## src/rtl/irtx_pkg.sv

```systemverilog
package irtx_pkg;

    typedef enum logic [1:0] {
        ST_IDLE  = 2'd0,
        ST_MARK  = 2'd1,
        ST_SPACE = 2'd2
    } irtx_state_e;

    localparam int SYM_W    = 8;
    localparam int LEN_W    = 7;
    localparam int MARK_POS = 7;

    // status bit positions decoded by the host side
    localparam int STS_EMPTY_POS = 3;
    localparam int STS_TRIG_POS  = 2;
    localparam int STS_UNDR_POS  = 1;

endpackage

```

## src/rtl/irtx_fifo.sv

```systemverilog
module irtx_fifo #(
    parameter int DEPTH = 16,
    parameter int W     = 8,
    localparam int AW   = $clog2(DEPTH),
    localparam int CW   = $clog2(DEPTH + 1)
) (
    input  logic          clk,
    input  logic          rst_n,
    input  logic          clr,
    input  logic          push,
    input  logic [W-1:0]  din,
    input  logic          pop,
    output logic [W-1:0]  dout,
    output logic [CW-1:0] count
);
    logic [W-1:0]  mem [DEPTH];
    logic [AW-1:0] wptr, rptr;
    logic          push_ok, pop_ok;

    assign push_ok = push && (count != CW'(DEPTH));
    assign pop_ok  = pop && (count != '0);
    assign dout    = mem[rptr];

    always_ff @(posedge clk) begin
        if (push_ok && !clr) mem[wptr] <= din;
    end

    always_ff @(posedge clk or negedge rst_n) begin
        if (!rst_n) begin
            wptr  <= '0;
            rptr  <= '0;
            count <= '0;
        end else if (clr) begin
            wptr  <= '0;
            rptr  <= '0;
            count <= '0;
        end else begin
            if (push_ok) wptr <= wptr + AW'(1);
            if (pop_ok)  rptr <= rptr + AW'(1);
            case ({push_ok, pop_ok})
                2'b10:   count <= count + CW'(1);
                2'b01:   count <= count - CW'(1);
                default: count <= count;
            endcase
        end
    end
endmodule

```

## src/rtl/irtx_carrier.sv

```systemverilog
module irtx_carrier #(
    parameter int DIV_W = 8
) (
    input  logic             clk,
    input  logic             rst_n,
    input  logic             restart,
    input  logic             ref_tick,
    input  logic [DIV_W-1:0] div,
    output logic             carrier
);
    logic [DIV_W-1:0] phase;
    logic [DIV_W:0]   half;

    // high phase length rounded up: ceil((div+1)/2)
    assign half    = ({1'b0, div} + (DIV_W+1)'(2)) >> 1;
    assign carrier = ({1'b0, phase} < half);

    always_ff @(posedge clk or negedge rst_n) begin
        if (!rst_n)            phase <= '0;
        else if (restart)      phase <= '0;
        else if (ref_tick)     phase <= (phase >= div) ? '0 : phase + DIV_W'(1);
    end
endmodule

```

## src/rtl/irtx_modulator.sv

```systemverilog
module irtx_modulator
    import irtx_pkg::*;
#(
    parameter int FIFO_DEPTH = 16,
    parameter int DIV_W      = 8,
    localparam int CW        = $clog2(FIFO_DEPTH + 1)
) (
    input  logic             clk,
    input  logic             rst_n,
    input  logic             ref_tick,
    input  logic             sample_tick,
    input  logic [DIV_W-1:0] carrier_div,
    input  logic [CW-1:0]    trig_level,
    input  logic             wr_en,
    input  logic [7:0]       wr_data,
    input  logic             fifo_clr,
    output logic             ir_out,
    output logic [7:0]       tx_status
);
    irtx_state_e      state_q, state_d;
    logic [SYM_W-1:0] head;
    logic [CW-1:0]    fill;
    logic             q_empty, active, sym_end, fetch, load_mark;
    logic [LEN_W-1:0] remain_q, head_len;
    logic             carrier, undr_q;

    irtx_fifo #(.DEPTH(FIFO_DEPTH), .W(SYM_W)) u_fifo (
        .clk(clk), .rst_n(rst_n), .clr(fifo_clr),
        .push(wr_en), .din(wr_data),
        .pop(fetch), .dout(head), .count(fill)
    );

    irtx_carrier #(.DIV_W(DIV_W)) u_car (
        .clk(clk), .rst_n(rst_n), .restart(load_mark),
        .ref_tick(ref_tick), .div(carrier_div), .carrier(carrier)
    );

    assign q_empty   = (fill == '0);
    assign active    = (state_q != ST_IDLE);
    assign sym_end   = active && sample_tick && (remain_q == LEN_W'(1));
    assign fetch     = !fifo_clr && !q_empty && (!active || sym_end);
    assign load_mark = fetch && head[MARK_POS];
    assign head_len  = (head[LEN_W-1:0] == '0) ? LEN_W'(1) : head[LEN_W-1:0];

    // next-state logic
    always_comb begin
        state_d = state_q;
        unique case (state_q)
            ST_IDLE: begin
                if (fetch) state_d = head[MARK_POS] ? ST_MARK : ST_SPACE;
            end
            ST_MARK, ST_SPACE: begin
                if (sym_end) begin
                    if (fetch) state_d = head[MARK_POS] ? ST_MARK : ST_SPACE;
                    else       state_d = ST_IDLE;
                end
            end
            default: state_d = ST_IDLE;
        endcase
        if (fifo_clr) state_d = ST_IDLE;
    end

    // state register and symbol length counter
    always_ff @(posedge clk or negedge rst_n) begin
        if (!rst_n) begin
            state_q  <= ST_IDLE;
            remain_q <= '0;
        end else begin
            state_q <= state_d;
            if (fetch)                    remain_q <= head_len;
            else if (active && sample_tick) remain_q <= remain_q - LEN_W'(1);
        end
    end

    // outputs
    always_ff @(posedge clk or negedge rst_n) begin
        if (!rst_n) begin
            ir_out <= 1'b0;
            undr_q <= 1'b0;
        end else begin
            ir_out <= (state_q == ST_MARK) && carrier && !fifo_clr;
            if (fifo_clr)                 undr_q <= 1'b0;
            else if (sym_end && q_empty)  undr_q <= 1'b1;
            else if (wr_en)               undr_q <= 1'b0;
        end
    end

    always_comb begin
        tx_status                = '0;
        tx_status[STS_EMPTY_POS] = q_empty;
        tx_status[STS_TRIG_POS]  = (fill <= trig_level);
        tx_status[STS_UNDR_POS]  = undr_q;
    end
endmodule

```

## config.mk

```make
export PLATFORM = sky130hd
export DESIGN_NAME = irtx_modulator
export DESIGN_NICKNAME = d
export VERILOG_FILES = /design/src/rtl/irtx_pkg.sv /design/src/rtl/irtx_fifo.sv /design/src/rtl/irtx_carrier.sv /design/src/rtl/irtx_modulator.sv
export SDC_FILE = /design/constraint.sdc
export NUM_CORES = 1
export LEC_CHECK = 0
export ABC_AREA = 1
export BUFFER_PORTS_ARGS = -buffer_cell sky130_fd_sc_hd__buf_4
export CAP_MARGIN = 30
export CORE_MARGIN = 2
export CORE_UTILIZATION = 31
export CTS_BUF_LIST = sky130_fd_sc_hd__clkbuf_4 sky130_fd_sc_hd__clkbuf_8 sky130_fd_sc_hd__clkbuf_16
export CTS_CLUSTER_SIZE = 8
export DETAILED_ROUTE_END_ITERATION = 10
export GPL_ROUTABILITY_DRIVEN = 1
export GPL_TIMING_DRIVEN = 1
export PLACE_DENSITY_LB_ADDON = 0.08
export SLEW_MARGIN = 40
export SYNTH_ARGS = -nofsm -noshare
export SYNTH_HDL_FRONTEND = slang
export SYNTH_HIERARCHICAL = 1
export SYNTH_SLANG_ARGS = --single-unit
```

## constraint.sdc

```tcl
create_clock -name clk -period 3.1 [get_ports clk]
set_clock_uncertainty 0.05 [all_clocks]
set_input_delay 0.155 -clock clk [delete_from_list [all_inputs] [get_ports clk]]
set_output_delay 0.155 -clock clk [all_outputs]
set_load 0.01 [all_outputs]
```

== Yosys cells after proc, flatten, opt, wreduce, memory -nomap -nowiden ==
Memory sizes are Yosys's and may differ from the RTL's.
Cells that the tools add are included.
Widths: inputs -> output; s select.

* Input bits: 27
* Register bits after elaboration: 32
* Memories kept: 1
* RAM bits: 128
* Word-level logic and storage cells: 78
* Output and inout bits: 9

* $lt $le $gt $ge: 3
* Add/subtract/negate cells: 7
* Mux-type cells: 23
* Eq/ne operators: 8
* Reductions and logical operators: 28

{| class="wikitable"
|+ Memory list
! memory !! depth !! bits a word !! read ports !! clocked after memory_dff !! write ports !! RTL line !! source
|-
| u_fifo.mem || 16 || 8 || 1 || 0 || 1 || irtx_fifo.sv:16 || <nowiki>logic [W-1:0] mem [DEPTH];</nowiki>
|}

{| class="wikitable"
|+ Operators with widths
! cell !! count
|-
| $mux 8 || 3
|-
| $mux 7 || 3
|-
| $mux 4 || 4
|-
| $logic_and 1x1->1 || 11
|-
| $mux 2 || 5
|-
| $pmux 5 s2 || 1
|-
| $reduce_bool 2->1 || 5
|-
| $add 8x2->9 const B || 1
|-
| $add 4x1->4 const B || 2
|-
| $add 8x1->8 const B || 1
|-
| $ge 8x8->1 || 1
|-
| $lt 8x8->1 || 1
|-
| $eq 7x1->1 const B || 1
|-
| $logic_not 7->1 || 1
|-
| $sub 7x1->7 const B || 1
|-
| $ne 3x3->1 const B || 2
|-
| $reduce_bool 3->1 || 2
|-
| $add 5x1->5 const B || 1
|-
| $le 5x5->1 || 1
|-
| $logic_not 5->1 || 1
|-
| $mux 1 || 5
|-
| $mux 5 || 1
|-
| $ne 5x5->1 const B || 1
|-
| $reduce_bool 5->1 || 1
|-
| 9 further kinds || 13
|}

== Logic depth before layout (Yosys ltp) ==
* Depth after elaboration: 9
* Gate-level depth with buffers: 21
* Gate-level depth less buffers: 21

== Hierarchy ==
Netlist, hierarchy kept.

{| class="wikitable"
|+ By module, submodules not included
! module !! area an instance (sq um) !! cells each !! instances
|-
| irtx_fifo || 5863.1 || 471 || 1
|-
| irtx_modulator || 987.2 || 139 || 1
|-
| irtx_carrier || 913.4 || 126 || 1
|}

== Least setup slack after synthesis ==
No wires, ideal clock.

* Path type: reg2reg
* From: register state_q[0]
* To: register u_fifo.count[4]
* Stages on the path, launching flop included: 22
* Arrival: 2242 ps
* Setup time: 117 ps
* Setup slack: 691 ps
* Required time: 2933 ps
* Cell sequence: dfrtp_1 inv_1 ha_1 inv_2 nand2_4 nor2_4 nand2_2 a21oi_4 nand2_2 inv_4 nand2_8 nand2_1 nand2_1 inv_2 ha_1 inv_1 nand2_2 nand4_1 nand2_1 nand2_1 nand3_1 nand2_1

* Word-level cells in the longest chain between the ends: 9

{| class="wikitable"
|+ RTL lines
! item !! RTL line !! source
|-
| from (decl) || irtx_modulator.sv:20 || <nowiki>irtx_state_e state_q, state_d;</nowiki>
|-
| from (signal assigned) || irtx_modulator.sv:69 || <nowiki>state_q <= state_d;</nowiki>
|-
| $reduce_bool 2->1 * || irtx_modulator.sv:39 || <nowiki>assign active = (state_q != ST_IDLE);</nowiki>
|-
| $logic_and 1x1->1 (2 in a row) || irtx_modulator.sv:40 || <nowiki>assign sym_end = active && sample_tick && (remain_q == LEN_W'(1));</nowiki>
|-
| $logic_or 1x1->1 * || irtx_modulator.sv:41 || <nowiki>assign fetch = !fifo_clr && !q_empty && (!active || sym_end);</nowiki>
|-
| $logic_and 1x1->1 * || irtx_modulator.sv:41 ||
|-
| named net fetch || irtx_modulator.sv:23 || <nowiki>logic q_empty, active, sym_end, fetch, load_mark;</nowiki>
|-
| $logic_and 1x1->1 * || irtx_fifo.sv:21 || <nowiki>assign pop_ok = pop && (count != '0);</nowiki>
|-
| $eq 2x1->1 or $eq 2x2->1 (tied branches) || irtx_fifo.sv:40 || <nowiki>case ({push_ok, pop_ok})</nowiki>
|-
| $pmux 5 s2 || irtx_fifo.sv:40 ||
|-
| $mux 5 || irtx_fifo.sv:33 || <nowiki>end else if (clr) begin</nowiki>
|-
| to (signal assigned) || irtx_fifo.sv:41 || <nowiki>2'b10: count <= count + CW'(1);</nowiki>
|-
| to (signal assigned) || irtx_fifo.sv:42 || <nowiki>2'b01: count <= count - CW'(1);</nowiki>
|-
| to (signal assigned) || irtx_fifo.sv:43 || <nowiki>default: count <= count;</nowiki>
|-
| to (decl) || irtx_fifo.sv:14 || <nowiki>output logic [CW-1:0] count</nowiki>
|}

Mark *: on every way through the listed nets, which the timed path passes. The rest lies on a longest branch.
A chain may end at the register's enable or synchronous reset.

== Final worst setup path ==
Same ends and word-level chain as after synthesis.

==> summary.txt <==
Worst setup path
  • Worst-path cell chain: inv_1, ha_1, inv_2, nand2_4, nor2_4, nand2_2, a21oi_4, nand2_2, inv_4, nand2_8, nand2_1, nand2_1, inv_2, ha_1, inv_1, nand2_2, nand4_1, nand2_1, nand2_1, nand3_1, nand2_1
  • Crit-path max cell delay: ~400 ps
  • R2R Path End: u_fifo/count[4]$_DFFE_PN0P_
  • Worst R2R Start: state_q[0]$_DFFE_PN0P_
  • Worst Setup End Kind: flip-flop
  • Slowest CP cell: dfrtp_1
  • CP required: approximately 3400 ps
  • Setup Crit Path Kind: flip-flop to flip-flop
  • CP max FO: 5
  • Worst R2R Path Depth: 21
  • Crit path DAT: between 2000 and 3000 ps
  • CP dominant cell by count: nand2_1
  • Buffer and inverter count on the worst path: 5
  • CP Launch Type: flip-flop
  • R2R Setup Slk: roughly 460 ps
  • Family with the most delay on the worst path: simple AND/OR/NAND/NOR gates

Synthesis
  • Synth warnings: 6
  • Async SR Flop Fraction: 20.0%
  • Most frequent cell after synthesis: edfxtp_1
  • Synth top area cells: edfxtp_1, dfrtp_1, ha_1
  • Post-synth EDFFs: about 130
  • Post-synth top area share: between 40% and 50%
  • Top_reg_cell synth: edfxtp_1
  • Synth Area per Inst: 10.5 sq um
  • Unique masters post-synth: 40
  • Seq/Total Area, Yosys: ~60%
  • Synth cell count leaders: edfxtp_1, nor2_1, nand2_1
  • Synthesized cell area: between 7000 and 8000 sq um
  • Post-synthesis register bit count: between 150 and 200
  • Syn Inst Count: around 740
  • Synth area leader: edfxtp_1

Die
  • Die height: 162 um
  • Initial core utilization: a little under a third
  • Core ar.: ~24000 sq um
  • Top-Level Pins: 36
  • Die width: 162 um
  • Die footprint: between 20000 and 30000 sq um
  • Std cell rows: between 50 and 60

Clock tree
  • CTS Hold Buffers Added: 11
  • Root buffer cell: clkbuf_16
  • Clock slew at reported path FFs: approximately 70 ps
  • Clock buffer depth: 2
  • Post-CTS Repair Setup Buffers: 0
  • CTS sink count: between 150 and 200
  • H-tree depth: 4
  • CTS tree: done
  • Worst-skew pair later-pin latency: 430 ps
  • Num CTS Buffers: 17
  • Post_cts resized: 0

GRT
  • Grt ovf: 0
  • Global-route wire length before repair: 32000 um
  • Largest net degree at the start of global routing: 39
  • Antenna violations before repair: 0
  • Vias in the first global route: between 5000 and 6000
  • Tot GR Track Use: approximately 16%

Detailed routing
  • Final ANT Viol Nets: 0
  • Routed Wire Length: 20100 um
  • Vias: between 5000 and 6000
  • Via-per-instance ratio: 4.94
  • DR WL/cell: between 15 and 20 um
  • DR iter-0 viols: 445
  • Drt first pass iters: 7
  • DRC Markers: 0

Placement
  • Post-detailed-placement half-perimeter wirelength: around 14000 um
  • Placed cell count: 1087
  • Routability congestion estimate: 0.783
  • # port buffers: 30

Hold path
  • Min-delay src: wr_data[3]
  • Hold Crit Endpoint: u_fifo/mem[4][3]$_DFFE_PP_
  • Worst Hold Depth: 1
  • HP Class: primary input to flip-flop

Cells and area
  • Final net count: between 800 and 900
  • P&R area growth vs syn: 19.1%
  • Final std cells w/o fill: ~1100
  • Share of post-route cells with drive strength above 1: 16.4%
  • N_diodes: 0

Run
  • Reported max-cap violation count: 0

STA
  • Slew margin rel.: between 60% and 70%
  • Worst Tran Pin Value: roughly 590 ps
  • Final Cycle Share: between 80% and 90%
  • Post-route minimum period: between 2000 and 3000 ps
  • Max Slew Vio Count: 0
  • TNS Setup: 0 ps
  • Final count of negative-setup-slack endpoints: 0
  • RSZ-0062 raised after global routing: no
  • F_max: ~380 MHz
  • Fin. Hold Viols: 0

Power
  • Switching Share: 36.1%
  • Sequential power share: a little over a third
  • Switching power: approximately 2700 uW
  • Lkg Pwr: about 0.0036 uW
  • P_int: around 4800 uW
  • Peak VDD IR: around 0.38 mV
  • Pwr Density: a little over 800 nW/um^2
  • Combinational power share: approximately a third
  • Clock power frac: 32.8%

Outcome
  • Status: completed
[final cells by class]
| type | count | area [sq um] |
|---|---|---|
| Clock buffer | 17 | 425 |
| Clock inverter | 15 | 270 |
| Fill cell | 2400 | 15200 |
| Inverter | 70 | 268 |
| Multi-Input combinational cell | 478 | 2710 |
| Sequential cell | 160 | 4650 |
| Tap cell | 324 | 405 |
| Timing Repair Buffer | 66 | 523 |
[metrics by stage]
step	setup WS (ps)	hold WS [ps]	total power (uW)	util [%]	area, sq um
after floorplan	691	-191	4400	-	7780
after global placement	591	102	5070	34.5	8440
after detailed placement	480	98.2	5130	34.5	8440
after CTS	454	11.7	7640	37.8	9250
after global routing	268	24.7	8090	37.8	9250
final	459	23.2	7550	37.8	9250
[power groups by stage]
stage	registers [uW]	logic, uW	clock network [uW]
after floorplan	2660	1750	0
after global placement	2750	2330	0
after detailed placement	2750	2380	0
after CTS	2710	2400	2540
after global routing	2740	2710	2640
final	2700	2370	2480
[registers in the layout (all words and copies together), names as in the netlist]
signal        count
u_car/phase       8
remain_q          7
u_fifo/mem      128
u_fifo/wptr       4
ir_out            1
u_fifo/count      5
undr_q            1
u_fifo/rptr       4
state_q           2
[worst reg2reg max path, stage by stage (launching register included)]
cell	delay, ps
dfrtp_1	400
inv_1	60
ha_1	220
inv_2	120
nand2_4	90
nor2_4	130
nand2_2	90
a21oi_4	160
nand2_2	130
inv_4	130
nand2_8	70
nand2_1	80
nand2_1	60
inv_2	60
ha_1	140
inv_1	50
nand2_2	80
nand4_1	120
nand2_1	100
nand2_1	60
nand3_1	70
nand2_1	50
[worst max-delay path by stage]
stage | startpoint | depth (start not counted) | slack [ps] | endpoint
3_5_place_dp | state_q[0]$_DFFE_PN0P_ | 21 | 480 | u_fifo/count[4]$_DFFE_PN0P_
3_3_place_gp | state_q[0]$_DFFE_PN0P_ | 21 | 590 | u_fifo/count[4]$_DFFE_PN0P_
2_1_floorplan | state_q[0]$_DFFE_PN0P_ | 21 | 690 | u_fifo/count[4]$_DFFE_PN0P_
4_1_cts | state_q[0]$_DFFE_PN0P_ | 21 | 450 | u_fifo/count[4]$_DFFE_PN0P_
6_report | state_q[0]$_DFFE_PN0P_ | 21 | 460 | u_fifo/count[4]$_DFFE_PN0P_
5_1_grt | state_q[0]$_DFFE_PN0P_ | 21 | 270 | u_fifo/count[4]$_DFFE_PN0P_
[cells by family after synthesis]
family	synth area share (%)
AO/OA/AOI/OAI	11.5
XOR/XNOR	1.13
adder cells (fa/ha/maj)	5.48
buffers and inverters	5.51
flip-flops	59.8
other	0.0483
AND/OR/NAND/NOR	16.5
[routing by layer]
metal	track usage [%]	vias up	part of all wire (%)
li1	-	2688	-
met1	20.9	2759	46
met2	27.2	117	49
met3	3.37	14	3.8
met4	4.47	0	1.1
met5	0	-	0
[placed cells by master (no fill, tap or decap), types with 8 or more instances in the layout]
cell           count
buf_4             55
o21ai_0           77
edfxtp_1         128
xor2_1             9
inv_1             60
dlygate4sd3_1     11
dfrtp_1           31
nand2_1           88
a21oi_1           18
ha_1              34
nand2_2            9
o221ai_1          27
o22ai_1            8
nor2_1           103
inv_2              8
clkbuf_16         17
nand3_1           52
No activity file was read; power rests on OpenSTA's default activity.
